==> src/rtl/warp_coalescer.sv <==
module warp_coalescer #(
  parameter int LANES = 32,
  parameter int AW    = 32
) (
  input  logic                clk,
  input  logic                rst_n,
  input  logic                req_valid,
  output logic                req_ready,
  input  logic [LANES*AW-1:0] req_addr,
  input  logic [LANES-1:0]    req_mask,
  output logic                txn_valid,
  input  logic                txn_ready,
  output logic [AW-1:0]       txn_base,
  output logic [LANES-1:0]    txn_lanes,
  output logic                done
);
  localparam int SEG_LSB = $clog2(4 * LANES);
  localparam int SW      = AW - SEG_LSB;
  localparam int LW      = $clog2(LANES);

  logic                busy;
  logic [LANES*SW-1:0] seg_in, seg_q;
  logic [LANES-1:0]    pend_q, hit, unused_off;
  logic [LW-1:0]       lead;
  logic [SW-1:0]       lead_seg;

  for (genvar g = 0; g < LANES; g++) begin : g_lane
    assign seg_in[g*SW +: SW] = req_addr[g*AW+SEG_LSB +: SW];
    assign unused_off[g]      = ^req_addr[g*AW +: SEG_LSB];
    assign hit[g]             = pend_q[g] && (seg_q[g*SW +: SW] == lead_seg);
  end

  always_comb begin
    lead = '0;
    for (int i = LANES - 1; i >= 0; i--)
      if (pend_q[i]) lead = LW'(i);
  end

  assign lead_seg  = seg_q[int'(lead)*SW +: SW];
  assign req_ready = !busy;
  assign txn_valid = busy && (pend_q != '0);
  assign done      = busy && (pend_q == '0);
  assign txn_base  = {lead_seg, {SEG_LSB{1'b0}}};
  assign txn_lanes = txn_valid ? hit : '0;

  always_ff @(posedge clk) begin
    if (!rst_n) begin
      busy   <= 1'b0;
      pend_q <= '0;
      seg_q  <= '0;
    end else if (!busy) begin
      if (req_valid) begin
        busy   <= 1'b1;
        seg_q  <= seg_in;
        pend_q <= req_mask;
      end
    end else if (done) begin
      busy <= 1'b0;
    end else if (txn_ready) begin
      pend_q <= pend_q & ~hit;
    end
  end
endmodule

==> config.mk <==
export PLATFORM = sky130hd
export DESIGN_NAME = warp_coalescer
export DESIGN_NICKNAME = d
export VERILOG_FILES = /design/src/rtl/warp_coalescer.sv
export SDC_FILE = /design/constraint.sdc
export NUM_CORES = 2
export LEC_CHECK = 0
export ABC_CLOCK_PERIOD_IN_PS = 13400
export BUFFER_PORTS_ARGS = -buffer_cell sky130_fd_sc_hd__buf_2
export CORE_AREA = 4 4 435 437
export CTS_BUF_LIST = sky130_fd_sc_hd__clkbuf_16
export DETAILED_ROUTE_END_ITERATION = 7
export DIE_AREA = 0 0 439 441
export GPL_TIMING_DRIVEN = 0
export PLACE_DENSITY = 0.56
export REMOVE_ABC_BUFFERS = 1
export SETUP_SLACK_MARGIN = 0.2
export SYNTH_ARGS = -nofsm -noshare
export SYNTH_HDL_FRONTEND = slang
export SYNTH_SLANG_ARGS = --single-unit
==> constraint.sdc <==
create_clock -name clk -period 13.4 [get_ports clk]
set_input_delay 2.68 -clock clk [delete_from_list [all_inputs] [get_ports clk]]
set_output_delay 2.68 -clock clk [all_outputs]
set_load 0.005 [all_outputs]
**Word level (Yosys, flattened, before mapping)**

Cells that the tools add are included.

- Register bits after elaboration: 833
- Bits of input ports: 1060
- Logic and storage cells: 122

- Mux-type cells: 40
- Equality and inequality tests: 34
- Shifts and indexed selects: 1
- $mul: 1
- Bitwise operators: 3
- Reduce and logical (&&, ||, !) cells: 40

Operator list:

| cell | count |
|---|---|
| == test 25 bit | 32 |
| variable part select 800 x 11 -> 25 bit | 1 |
| 2-to-1 mux 32 bit | 5 |
| 2-to-1 mux 5 bit | 32 |
| logical AND 1 bit | 34 |
| AND 32 bit | 1 |
| zero test 32 bit | 1 |
| inverter 32 bit | 1 |
| nonzero test 32 bit | 1 |
| multiplier 5 x 5 -> 10 bit (second input constant) | 1 |
| inequality test 2 bit (second input constant) | 2 |
| 2-to-1 mux 1 bit | 3 |
| AND reduction 3 bit | 1 |
| AND reduction 2 bit | 1 |
| nonzero test 2 bit | 1 |
| zero test 1 bit | 1 |
| inverter 1 bit | 1 |

**Logic depth before layout (Yosys ltp)**

- Depth in word-level cells: 41
- Mapped depth: 24

**Least setup slack after synthesis**

OpenSTA, ideal clock, no wires.

- Path kind: flip-flop to output port
- Start point: reg pend_q[21]
- End point: out txn_lanes[7]
- Data required time: 10.720 ns
- Buffers on the path: 5
- Cell stages (with the launch flop): 19
- Data arrival time: 4.436 ns
- Slack: 6.284 ns
- Cells stage by stage: dfxtp_1 -> buf_2 -> or4_4 -> a211oi_4 -> nor2_1 -> a31oi_2 -> buf_6 -> buf_2 -> a21oi_1 -> a221oi_1 -> a221oi_1 -> a211oi_2 -> buf_2 -> buf_4 -> xor2_1 -> a2111oi_0 -> nand4_1 -> nor4_1 -> and3_1

- Longest elaborated chain between the ends: 27
- Elaborated cells on any way between the ends: 29

RTL lines:

| element | line | text |
|---|---|---|
| from (decl) | 23 | `logic [LANES-1:0] pend_q, hit, unused_off;` |
| from (signal assigned) | 55 | `pend_q <= req_mask;` |
| from (signal assigned) | 60 | `pend_q <= pend_q & ~hit;` |
| 2-to-1 mux 5 bit (22 in series) | 36 | `if (pend_q[i]) lead = LW'(i);` |
| multiplier 5 x 5 -> 10 bit | 39 | `assign lead_seg = seg_q[int'(lead)*SW +: SW];` |
| variable part select 800 x 11 -> 25 bit | 39 |  |
| == test 25 bit | 30 | `assign hit[g] = pend_q[g] && (seg_q[g*SW +: SW] == lead_seg);` |
| logical AND 1 bit | 30 |  |
| 2-to-1 mux 32 bit * | 44 | `assign txn_lanes = txn_valid ? hit : '0;` |
| to (decl) | 14 | `output logic [LANES-1:0] txn_lanes,` |

Mark *: on every way between the ends. The rest lies on a longest branch, timed or not.

**Worst setup path after layout**

- Start point: reg pend_q[0]
- End point: out txn_lanes[4]

- Longest elaborated chain between the ends: 6
- Elaborated cells on any way between the ends: 8

RTL lines:

| element | line |
|---|---|
| 2-to-1 mux 5 bit | 36 |
| multiplier 5 x 5 -> 10 bit | 39 |
| variable part select 800 x 11 -> 25 bit | 39 |
| == test 25 bit | 30 |
| logical AND 1 bit | 30 |
| 2-to-1 mux 32 bit * | 44 |

Marked as above.

==> out/metrics.yaml <==
outcome: "complete, but fails checks"
violations: "max-capacitance violations, max-slew violations, negative setup slack"
fin_nets: 8248
worst-path-max-fanout: 41
tightest_slew_ns: 1.54
p_clk_share_pct: 23.3
ant_nets: 0
slew_violations: 16
crit_type: "reg2out"
rsz0062_at_grt: "false"
cts_hold_buf: 0
final_common_cell: "nand2_1"
synth_top_family_by_area: "simple AND/OR/NAND/NOR gates"
syn_area_um2: 51200
synthAdderAreaFrac_pct: 0
yosys.area.top_type: "dfxtp_1"
fmaxAchievable_ghz: 0.0740
slew_headroom_pct: -3.29
place.gp.congestion: 0.990
ys_seq_area_share_pct: 32.6
yosys.area_share.simple_pct: 22.5
irDropWorstVdd_v: 0.000122
combPwrFrac_pct: 54.3
row_count: 158
async_reset_ff_share_pct: 0
drive_gt1_share_pct: 18.1
start_util_pct: 27.7
synth-compound-area-share_pct: 22.1
cts.repair.resized: 0
cts_root_buf: "clkbuf_16"
cell_internal_pwr_mw: 6.65
finalWorstSetupSlack_ns: -0.116
post_dp_cell_area_um2: 59200
fp.dieW_um: 439
end_kind: "primary output"
synth.area.mux_share_pct: 4.85
clkLatencyLatePin_ns: 0.82
io_pins: 1127
cts_max_level: 3
synth_ff_type: "dfxtp_1"
grt_usage_pct: 32.6
netlist_instances: 6598
clock_path_buffers: 3
hold_viol_final: 0
area_delta_synth_final_pct: 22.7
grt_max_degree: 172
drc_errors: 0
routed_wirelength_mm: 331
crit_required_ns: 10.72
synth_edf_count: 0
grt-ovfl-total: 0
p_sw_mw: 6.38
cts_buffers: 104
cts.sink_count: 833
avgSynthCellArea_um2: 7.76
dieArea_um2: 194000
cts_setup_buffers: 0
startpoint_type: "register"
cap_violations: 3
wire_per_inst_um: 33.9
fin_skew_ns: 0.0540
viasPerCell: 5.56
final_area_um2: 62800
ys_types: 106
vias: 54315
synth_top_area_share_pct: 32.6
place_inst: 9559
switching_share_pct: 49.0
hold_class: "reg2reg"
fp.dieH_um: 441
seqPwrFrac_pct: 22.5
min_period_over_period_pct: 101
min_period_ns: 13.52
grt_pass1_wl_mm: 434
drt_iter0_drc: 6395
antenna_found_initial: 30
cts.reportedPaths.clkPinSlew_ns: 0.06
ys_seq_elements: 833
yosysWarnings: 0
post_synth_xor_area_fraction_pct: 12.8
layout.cells.non_filler: 9769
core_area_um2: 185000
drt_pass1_iterations: 6
synth_area_leaders: "dfxtp_1 33%, nand2_1 15%, a21boi_0 12%"
cts_tree: "built"
final_cell_mix: "1973 x nand2_1, 896 x buf_2, 833 x dfxtp_1, 803 x a21boi_0, 387 x xor2_1"
portBuffers: 895
p_per_area_nw_per_um2: 207
setup_violations: 1
leakagePower_nw: 24.5
grt_pass1_vias: 50862
cp.arrival_ns: 10.84
detailed_place_hpwl_mm: 264
## logic make-up (layout without fill, tap and decap cells)
kind of cell    after synthesis  after routing
buf+inv                     572           1243
compound gates             1537           1537
flops                       833            833
other cells                   1             21
mux                         229            229
simple gates               2677           2677
xor+xnor                    749            749
## per-stage QoR
step	total power [mW]	setup slack, ns	hold WS [ns]	TNS, ns	utilization (%)
floorplan	6.73	-16.58	0.439	-	-
global placement	10.1	-37.97	0.457	-	30.4
detailed placement	9.77	1.20	0.457	0	32.0
CTS	12.8	0.357	0.467	0	33.9
global route	13.3	0.350	0.487	0	34.0
finish	13.0	-0.116	0.467	-0.116	34.0
## final timing paths
check        startpoint           end  slack [ns]  cells after the start
max           pend_q[0]  txn_lanes[4]       -0.12                     15
min           seg_q[22]     seg_q[22]        0.47                      2
max reg2reg   pend_q[0]     pend_q[4]        3.85                     15
min reg2reg   seg_q[22]     seg_q[22]        0.47                      2
## critical path, stage by stage (launching register included)
cell and delay, ns:
dfxtp_1 0.50, or4_1 0.76, nor2_1 0.40, o21a_2 0.66
nand2_4 0.69, nor3_4 1.01, buf_16 0.26, a32oi_1 0.35
nand4_1 0.99, nor2_1 0.49, nor2_4 0.99, xor2_1 0.19
o2111ai_1 0.38, or4_1 0.95, nor4_1 0.97, buf_2 0.26
## cells in the mapped netlist, types with 13 or more instances
library cell	number
buf_4	60
o211ai_1	21
a22oi_1	32
o21ai_1	16
o221ai_1	15
mux4_2	13
a21oi_1	135
a211oi_1	32
or4_1	47
a32oi_1	57
and2_1	27
o22ai_1	19
nor2_1	110
a221o_1	17
buf_1	20
xnor2_1	362
a2111oi_0	26
buf_6	24
a21boi_0	803
mux2_2	23
a22o_1	13
o21ai_0	137
xor2_1	387
mux2i_1	193
clkbuf_1	353
a31oi_1	21
a221oi_1	49
o2111ai_1	37
inv_1	27
buf_2	84
dfxtp_1	833
nand3_1	123
or3_1	40
nor3_1	93
nand4_1	71
nor4_1	87
and3_1	38
nand2_1	1979
o311a_1	13
## layout make-up
| type | count | area [um2] |
|---|---|---|
| tap | 2480 | 3100 |
| clock inverter | 85 | 853 |
| multi-input combinational | 5199 | 32300 |
| fill | 19858 | 122000 |
| inverter | 30 | 113 |
| timing repair buffer | 1020 | 7060 |
| sequential | 833 | 16700 |
| antenna | 14 | 35.0 |
| clock buffer | 108 | 2700 |
## layer usage
layer	global-route usage, %	vias up	part of all wire [%]
met4	25.3	24	9.5
met1	40.2	26286	39
met3	8.10	863	9.4
li1	-	23926	-
met2	48.5	3216	42
met5	0	-	0.046
## power groups by stage
stage	clock [mW]	combinational (mW)	sequential, mW
global placement	0	7.17	2.96
global route	3.16	7.21	2.93
detailed placement	0	6.81	2.97
finish	3.03	7.07	2.93
CTS	3.08	6.83	2.91
floorplan	0	3.92	2.81
## flip-flops by register name, summed over array words and instances, names as in the netlist
signal / count
seg_q: 800
pend_q: 32
busy: 1
Power figures use the tool's default switching activity.
